[src/rtl/epd_pkg.sv]
package epd_pkg;
    typedef enum logic [2:0] {
        ST_IDLE,
        ST_LOAD,
        ST_D2G,
        ST_GATE,
        ST_G2D,
        ST_HOLD
    } seq_st_e;
endpackage

[src/rtl/epd_tick_div.sv]
module epd_tick_div #(
    parameter int PRESCALE = 400
) (
    input  logic clk,
    input  logic rst,
    input  logic restart_i,
    output logic tick_o
);
    localparam int CW = (PRESCALE > 1) ? $clog2(PRESCALE) : 1;

    logic [CW-1:0] cnt_d, cnt_q;

    always_comb begin
        tick_o = (cnt_q == CW'(PRESCALE - 1));
        if (rst || restart_i || tick_o) cnt_d = '0;
        else                            cnt_d = cnt_q + 1'b1;
    end

    always_ff @(posedge clk) cnt_q <= cnt_d;
endmodule

[src/rtl/epd_row_loader.sv]
module epd_row_loader #(
    parameter int ROWS = 146,
    parameter int COLS = 240,
    localparam int ROW_W = $clog2(ROWS),
    localparam int COL_W = $clog2(COLS)
) (
    input  logic             clk,
    input  logic             rst,
    input  logic             start_i,
    input  logic             fill_i,
    input  logic             fill_val_i,
    input  logic [ROW_W-1:0] row_i,
    output logic             rd_en_o,
    output logic [ROW_W-1:0] rd_row_o,
    output logic [COL_W-1:0] rd_col_o,
    input  logic             rd_pix_i,
    output logic             ready_o,
    output logic [COLS-1:0]  line_o
);
    typedef struct packed {
        logic             busy;
        logic [COL_W-1:0] col;
        logic [ROW_W-1:0] row;
        logic             cap_v;
        logic [COL_W-1:0] cap_c;
        logic [COLS-1:0]  line;
        logic             ready;
    } ld_s;

    ld_s ld_d, ld_q;

    always_comb begin
        ld_d       = ld_q;
        ld_d.ready = 1'b0;
        ld_d.cap_v = ld_q.busy;
        ld_d.cap_c = ld_q.col;
        if (ld_q.busy) begin
            if (ld_q.col == COL_W'(COLS - 1)) ld_d.busy = 1'b0;
            else                              ld_d.col  = ld_q.col + 1'b1;
        end
        if (ld_q.cap_v) begin
            ld_d.line[ld_q.cap_c] = rd_pix_i;
            if (ld_q.cap_c == COL_W'(COLS - 1)) ld_d.ready = 1'b1;
        end
        if (start_i) begin
            if (fill_i) begin
                ld_d.line  = {COLS{fill_val_i}};
                ld_d.ready = 1'b1;
            end else begin
                ld_d.busy = 1'b1;
                ld_d.col  = '0;
                ld_d.row  = row_i;
            end
        end
        if (rst) ld_d = '0;
    end

    always_ff @(posedge clk) ld_q <= ld_d;

    assign rd_en_o  = ld_q.busy;
    assign rd_row_o = ld_q.row;
    assign rd_col_o = ld_q.col;
    assign ready_o  = ld_q.ready;
    assign line_o   = ld_q.line;
endmodule

[src/rtl/epd_scan_seq.sv]
module epd_scan_seq #(
    parameter int PRESCALE       = 400,
    parameter int ROWS           = 146,
    parameter int COLS           = 240,
    parameter int D2G_TICKS      = 10,
    parameter int G2D_TICKS      = 10,
    parameter int GATE_TICKS     = 1,
    parameter int HOLD_TICKS     = 15,
    parameter int REFRESH_PASSES = 15,
    parameter int IMAGE_PASSES   = 15,
    localparam int ROW_W  = $clog2(ROWS),
    localparam int COL_W  = $clog2(COLS)
) (
    input  logic             clk,
    input  logic             rst,
    input  logic             start_i,
    output logic             busy_o,
    output logic             done_o,
    output logic [ROWS-1:0]  gate_o,
    output logic [COLS-1:0]  col_o,
    output logic             rd_en_o,
    output logic [ROW_W-1:0] rd_row_o,
    output logic [COL_W-1:0] rd_col_o,
    input  logic             rd_pix_i
);
    import epd_pkg::*;

    localparam int PASSES = REFRESH_PASSES + IMAGE_PASSES;
    localparam int PASS_W = $clog2(PASSES + 1);
    localparam int MAX_A  = (D2G_TICKS > G2D_TICKS) ? D2G_TICKS : G2D_TICKS;
    localparam int MAX_B  = (GATE_TICKS > HOLD_TICKS) ? GATE_TICKS : HOLD_TICKS;
    localparam int MAX_T  = (MAX_A > MAX_B) ? MAX_A : MAX_B;
    localparam int TW     = $clog2(MAX_T + 1);

    typedef struct packed {
        seq_st_e           st;
        logic [ROW_W-1:0]  row;
        logic [PASS_W-1:0] pass;
        logic [TW-1:0]     tcnt;
        logic [COLS-1:0]   col;
        logic              gate;
        logic              done;
    } seq_s;

    seq_s rs_d, rs_q;
    logic tick, restart, ld_start, ld_ready;
    logic [COLS-1:0] ld_line;

    epd_tick_div #(.PRESCALE(PRESCALE)) u_div (
        .clk(clk), .rst(rst), .restart_i(restart), .tick_o(tick)
    );

    epd_row_loader #(.ROWS(ROWS), .COLS(COLS)) u_ld (
        .clk(clk), .rst(rst), .start_i(ld_start),
        .fill_i(rs_d.pass < PASS_W'(REFRESH_PASSES)),
        .fill_val_i(rs_d.pass[0]), .row_i(rs_d.row),
        .rd_en_o(rd_en_o), .rd_row_o(rd_row_o), .rd_col_o(rd_col_o),
        .rd_pix_i(rd_pix_i), .ready_o(ld_ready), .line_o(ld_line)
    );

    always_comb begin
        rs_d      = rs_q;
        rs_d.done = 1'b0;
        restart   = 1'b0;
        ld_start  = 1'b0;
        unique case (rs_q.st)
            ST_IDLE: if (start_i) begin
                rs_d.st   = ST_LOAD;
                rs_d.row  = '0;
                rs_d.pass = '0;
                ld_start  = 1'b1;
            end
            ST_LOAD: if (ld_ready) begin
                rs_d.col  = ld_line;
                rs_d.st   = ST_D2G;
                rs_d.tcnt = '0;
                restart   = 1'b1;
            end
            ST_D2G: if (tick) begin
                if (rs_q.tcnt == TW'(D2G_TICKS - 1)) begin
                    rs_d.st   = ST_GATE;
                    rs_d.gate = 1'b1;
                    rs_d.tcnt = '0;
                    restart   = 1'b1;
                end else rs_d.tcnt = rs_q.tcnt + 1'b1;
            end
            ST_GATE: if (tick) begin
                if (rs_q.tcnt == TW'(GATE_TICKS - 1)) begin
                    rs_d.st   = ST_G2D;
                    rs_d.gate = 1'b0;
                    rs_d.tcnt = '0;
                    restart   = 1'b1;
                end else rs_d.tcnt = rs_q.tcnt + 1'b1;
            end
            ST_G2D: if (tick) begin
                if (rs_q.tcnt == TW'(G2D_TICKS - 1)) begin
                    rs_d.tcnt = '0;
                    if (rs_q.row == ROW_W'(ROWS - 1)) begin
                        rs_d.st = ST_HOLD;
                        restart = 1'b1;
                    end else begin
                        rs_d.row = rs_q.row + 1'b1;
                        rs_d.st  = ST_LOAD;
                        ld_start = 1'b1;
                    end
                end else rs_d.tcnt = rs_q.tcnt + 1'b1;
            end
            ST_HOLD: if (tick) begin
                if (rs_q.tcnt == TW'(HOLD_TICKS - 1)) begin
                    rs_d.tcnt = '0;
                    if (rs_q.pass == PASS_W'(PASSES - 1)) begin
                        rs_d.st   = ST_IDLE;
                        rs_d.done = 1'b1;
                    end else begin
                        rs_d.pass = rs_q.pass + 1'b1;
                        rs_d.row  = '0;
                        rs_d.st   = ST_LOAD;
                        ld_start  = 1'b1;
                    end
                end else rs_d.tcnt = rs_q.tcnt + 1'b1;
            end
            default: rs_d.st = ST_IDLE;
        endcase
        if (rst) begin
            rs_d     = '0;
            restart  = 1'b1;
            ld_start = 1'b0;
        end
    end

    always_ff @(posedge clk) rs_q <= rs_d;

    assign busy_o = (rs_q.st != ST_IDLE);
    assign done_o = rs_q.done;
    assign col_o  = rs_q.col;
    assign gate_o = rs_q.gate ? (ROWS'(1) << rs_q.row) : '0;
endmodule

[config.mk]
export PLATFORM = sky130hd
export DESIGN_NAME = epd_scan_seq
export DESIGN_NICKNAME = d
export VERILOG_FILES = /design/src/rtl/epd_pkg.sv /design/src/rtl/epd_tick_div.sv /design/src/rtl/epd_row_loader.sv /design/src/rtl/epd_scan_seq.sv
export SDC_FILE = /design/constraint.sdc
export NUM_CORES = 1
export LEC_CHECK = 0
export ABC_AREA = 1
export BUFFER_PORTS_ARGS = -buffer_cell sky130_fd_sc_hd__buf_2
export CAP_MARGIN = 20
export CELL_PAD_IN_SITES_DETAIL_PLACEMENT = 0
export CELL_PAD_IN_SITES_GLOBAL_PLACEMENT = 1
export CORE_ASPECT_RATIO = 0.7
export CORE_MARGIN = 2
export CORE_UTILIZATION = 35
export DETAILED_ROUTE_END_ITERATION = 10
export PLACE_DENSITY = 0.81
export SLEW_MARGIN = 10
export SYNTH_ARGS = -nofsm -noshare
export SYNTH_HDL_FRONTEND = slang
export SYNTH_SLANG_ARGS = --single-unit
[constraint.sdc]
create_clock -name clk -period 2.77 [get_ports clk]
set_clock_uncertainty 0.1 [all_clocks]
set_input_delay 0.554 -clock clk [delete_from_list [all_inputs] [get_ports clk]]
set_output_delay 0.554 -clock clk [all_outputs]
set_load 0.02 [all_outputs]
# == Yosys cells after proc, flatten, opt, wreduce, memory -nomap -nowiden ==
# Index checks and enable logic that the tools add are counted.
# W data, S select, Z words.
# word_totals
register_bits,538
input_bits,4
out_inout_bits,405
elab_cells,133
# op_classes
addsub,5
magnitude_cmp,3
eq_ne,23
shifts,1
muxes,67
bitwise,4
n_reduce_logical,15
# op_table
cell,count
$mux W241,3
$mux W259,1
$mux W244,1
$bwmux W240,1
$mux W240,1
$mux W146,1
$shl A1 B8 Y146 const A,1
$mux W17,2
$mux W16,2
$mux W1,29
$eq A8 B8 Y1 const B,3
$pmux W8 S3,1
$mux W11,2
$mux W20,1
$mux W4,5
$mux W3,6
$ne A2 B2 Y1 const B,9
$pmux W3 S6,1
$add A8 B1 Y8 const B,2
$mux W8,2
$pmux W4 S4,1
$mux W13,1
$pmux W5 S2,1
$reduce_and A10 Y1,1
30 further kinds,40

# == Logic depth before layout (Yosys ltp) ==
# logic_depth
depth_word,9
depth_mapped,16

# == Cells and area by module ==
# A second synthesis with hierarchy kept.
# unflattened
hier_cells,4087
area_unflattened_um2,27951.8
# by_module_without_submodules
mod,instances,cells_per_inst,area_each_um2,seq_area_each_um2
epd_row_loader,1,2202,14695.3,5345.1
epd_scan_seq,1,1820,12799.8,5245.0
epd_tick_div,1,65,456.7,180.2

# == Least setup slack after synthesis ==
# OpenSTA, ideal clock, no wires.
# synth_timing
path_kind,register to register
from,register u_div.cnt_q[0]
to,register u_ld.ld_q (netlist bit u_ld.line_o[89])
arrival_time_ns,1.984
required_ns,2.554
setup_slack_ns,0.570
path_stages_with_launch,15
n_path_buf,2
period_less_slack_ns,2.200
path_cell_list,dfxtp_1 > ha_1 > nand4_2 > nor2_4 > nand2_2 > inv_2 > nand2_2 > nand2_1 > nand3_2 > nor2_8 > nand3_2 > buf_4 > buf_2 > nand3_1 > nand2_1
# synth_between
elab_chain_len,7
elab_cells_between_ends,11
cone_classes,order compare: 1; eq/ne: 1; mux: 9
# synth_rtl
item,line_no,text
from (decl),epd_tick_div.sv:11,"logic [CW-1:0] cnt_d, cnt_q;"
from (signal assigned),epd_tick_div.sv:19,always_ff @(posedge clk) cnt_q <= cnt_d;
$eq A9 B9 Y1 (*),epd_tick_div.sv:14,tick_o = (cnt_q == CW'(PRESCALE - 1));
$mux W20,epd_scan_seq.sv:108,ST_HOLD: if (tick) begin
$pmux W5 S2,epd_scan_seq.sv:66,unique case (rs_q.st)
$mux W259,epd_scan_seq.sv:124,if (rst) begin
$lt A5 B4 Y1,epd_scan_seq.sv:55,".fill_i(rs_d.pass < PASS_W'(REFRESH_PASSES)),"
$mux W241,epd_row_loader.sv:46,if (fill_i) begin
$mux W241 (*),epd_row_loader.sv:45,if (start_i) begin
to (signal assigned),epd_row_loader.sv:58,always_ff @(posedge clk) ld_q <= ld_d;
to (decl),epd_row_loader.sv:30,"ld_s ld_d, ld_q;"
# Every way passes the cells marked *; elsewhere a longest branch is shown, timed or not. The select of a mux whose other input is x is not followed.
# A chain may end at the register's enable or synchronous reset.

# == Worst setup path after layout ==
# layout_timing
from,register rs_q[252] in the netlist's numbering
to,output gate_o[83]
# layout_between
elab_chain_len,2
# layout_rtl
item,line_no,text
from (decl),epd_scan_seq.sv:45,"seq_s rs_d, rs_q;"
from (signal assigned),epd_scan_seq.sv:131,always_ff @(posedge clk) rs_q <= rs_d;
$shl A1 B8 Y146,epd_scan_seq.sv:136,assign gate_o = rs_q.gate ? (ROWS'(1) << rs_q.row) : '0;
$mux W146,epd_scan_seq.sv:136,
to (decl),epd_scan_seq.sv:19,"output logic [ROWS-1:0] gate_o,"
# No other way between the ends.

==> impl_metrics.ini <==
[global_routing]
grt.busiest_layer = met2
grt_pass1_wl_um = 121000
grt.total_usage_pct = 20.2
antenna_found_initial = 1
met2_usage_pct = 30.8
grt-ovfl-total = 0
grt_pass1_vias = 20400
grt_max_degree = 158
grtUsageMet3_pct = 3.05
grtUsageMet1_pct = 29.9

[yosys]
postSynthNetCount = 3693
synth.cell_area_mm2 = 0.0251
synth_cells = 3675
ys_ff_latch = 538
async_flop_share_pct = 0
seq_area_frac_synth_pct = 42.8
synth_cell_types = 43
yosysWarnings = 0
avgSynthCellArea_um2 = 6.84
synth_edf_count = 0
ys.flop_type = dfxtp_1

[timing]
relSlewSlack_pct = 54.2
tightest_slew_ns = 0.687
fin_crit_ns = 2.76
drv_slew = 0
tns_ns = 0
finalCritPeriodShare_pct = 99.6
fin_ws_ns = 0.0111
rsz0062_at_grt = yes
hold_violations = 0
setup_violations = 0
clock.fmax_mhz = 362

[worst_hold_path]
whs_path_depth = 4
hold_path_class = in -> reg

[placed_design]
hpwl_um = 51500
dp.cells = 4661
port_buffers = 408
gp_congestion = 0.869
pre_cts_ws_ns = -0.0662

[setup_path]
r2r_cells = 12
critical-path-top-delay-family = simple AND/OR/NAND/NOR gates
arrival_ns = 2.10
cp-end-kind = output port
cpPeakStageDelay_ns = 0.40
path_class = reg -> out
cp_cell_sequence = ha_4 -> ha_1 -> inv_1 -> nor2_4 -> nand2_1 -> nor2_1 -> buf_2
slowest_stage = dfxtp_4
cp_num_cells = 7
cp_max_fo = 4
path_buf_inv = 2
startpoint_type = register
critPathRequiredTime_ns = 2.12

[power_and_ir_drop]
powerDensity_mw_per_mm2 = 705
ir_drop_mv = 0.495
p_leak_nw = 13.1

[cts]
cts_buffer_depth = 3
clk_pin_slew_worst_paths_ns = 0.07
cts_buffers = 53
cts_max_level = 2
root_buffer = clkbuf_16
clk_latency_ns = 0.62
cts_tree = built
cts_sinks = 538

[detailed_routing]
avgViaCountPerCell = 4.80
wl_per_cell_um = 16.5
first_pass_iters = 7
drt-initial-drc-count = 2459
drc_errors = 0
ant_nets = 0
drt-total-wl_um = 78700
vias = 22900

[floorplanning]
initial_core_util_pct = 35.3
ios = 409
fp.dieW_um = 324
rows = 82
dieArea_mm2 = 0.0740
core_mm2 = 0.0713
dieHeight_um = 228

[final_layout]
drive_above_1_share_pct = 19.3
layout.nets = 3784
area_growth_pct = 16.3
stdcell_count = 4772

[run]
maxCapViolations = 0

[outcome]
status = finished, final reports clean
## cell type report
cell class	instances	area, um^2
Multi-Input combinational cell	2527	11300
Tap cell	966	1210
Antenna cell	1	2.50
Clock buffer	76	1550
Inverter	108	450
Sequential cell	538	10800
Clock inverter	18	328
Timing Repair Buffer	538	3550
Fill cell	7537	42100
## worst min-delay path: cells and delay by family
family	cells	cell delay, ns
buf+inv	3	0.29
simple gates	1	0.09
## sequential cells by signal, indices dropped and copies added, names as in the netlist
register / cells
u_ld.line_o: 240
done_o: 1
rs_q: 21
u_ld.ready_o: 1
u_ld.rd_col_o: 8
u_div.cnt_q: 9
col_o: 240
u_ld.rd_row_o: 8
u_ld.ld_q: 9
u_ld.rd_en_o: 1
## cell usage in the layout, fill, tap and decap left out, types with 7 or more instances in the layout
| cell type | instances |
|---|---|
| a21oi_1 | 25 |
| buf_12 | 33 |
| buf_2 | 371 |
| buf_4 | 127 |
| bufinv_16 | 7 |
| clkbuf_1 | 9 |
| clkbuf_16 | 53 |
| clkbuf_8 | 15 |
| dfxtp_1 | 533 |
| ha_1 | 10 |
| inv_1 | 84 |
| inv_2 | 11 |
| nand2_1 | 861 |
| nand2_2 | 10 |
| nand3_1 | 286 |
| nand3_2 | 16 |
| nand4_1 | 7 |
| nor2_1 | 718 |
| nor2_2 | 16 |
| nor3_2 | 20 |
| o21ai_0 | 492 |
| xor2_1 | 8 |
## worst paths after layout
| path | to | start | slack [ns] |
|---|---|---|---|
| worst min register to register | u_div.cnt_q[0]$_SDFF_PP0_ | u_div.cnt_q[0]$_SDFF_PP0_ | 0.35 |
| worst max register to register | u_ld.line_o[177]$_SDFF_PP0_ | u_div.cnt_q[0]$_SDFF_PP0_ | 0.20 |
| worst min-delay path | rs_q[254]$_DFF_P_ | rst | 0.24 |
| worst max-delay path | gate_o[83] | rs_q[252]$_DFF_P_ | 0.01 |
## synth_stat cells, types with 5 or more instances
master | instances | area [um^2]
clkbuf_1 | 186 | 698
ha_1 | 14 | 175
a21oi_1 | 25 | 125
dfxtp_1 | 538 | 10800
clkinv_1 | 5 | 18.8
nand3_1 | 302 | 1510
inv_1 | 95 | 357
buf_4 | 264 | 1980
xor2_1 | 8 | 70.1
buf_6 | 10 | 113
o211ai_1 | 5 | 37.5
nor2_1 | 733 | 2750
buf_2 | 40 | 200
inv_2 | 8 | 30.0
o21ai_0 | 492 | 2460
nand2_1 | 868 | 3260
nand4_1 | 7 | 43.8
nor3_1 | 30 | 150
## repair_timing
action | in CTS | in global routing
pin swaps | 5 | 21
endpoints found under the setup margin | 134 | 269
buffers inserted | 4 | 11
gates cloned | 0 | 1
gates resized for setup | 47 | 88
hold buffers | 0 | 0
## cells by family after synthesis
group                    share of synthesized area, %
AND/OR/NAND/NOR                                  31.6
buffers and inverters                            13.6
flip-flops                                       42.8
AO/OA/AOI/OAI                                    10.8
adder cells (fa/ha/maj)                         0.697
XOR/XNOR                                        0.383
## through the flow
step | instance area [um^2] | util (%) | power [mW] | hold WS, ns
after floorplan | 25100 | - | 12.2 | 0.318
after global placement | 26800 | 37.5 | 13.0 | 0.334
after detailed placement | 26800 | 37.5 | 13.0 | 0.345
after CTS | 28800 | 40.4 | 20.8 | 0.210
after global routing | 29200 | 41.0 | 21.6 | 0.247
final | 29200 | 41.0 | 20.6 | 0.241
## layer usage
metal / part of all wire, % / vias up / routed length (um)
met1: 49 / 10500 / 38500
met3: 5.5 / 77 / 4300
met4: 1.5 / 0 / 1160
met5: 0 / - / 0
li1: - / 11700 / -
met2: 44 / 614 / 34700
## where the power goes
group / internal (mW) / switching, mW / leakage, nW
registers: 8.32 / 0.345 / 4.35
logic: 1.30 / 2.84 / 7.80
clock network: 4.56 / 3.22 / 0.915
total: 14.2 / 6.40 / 13.1
Note: power is estimated with default switching activity, not from simulation.
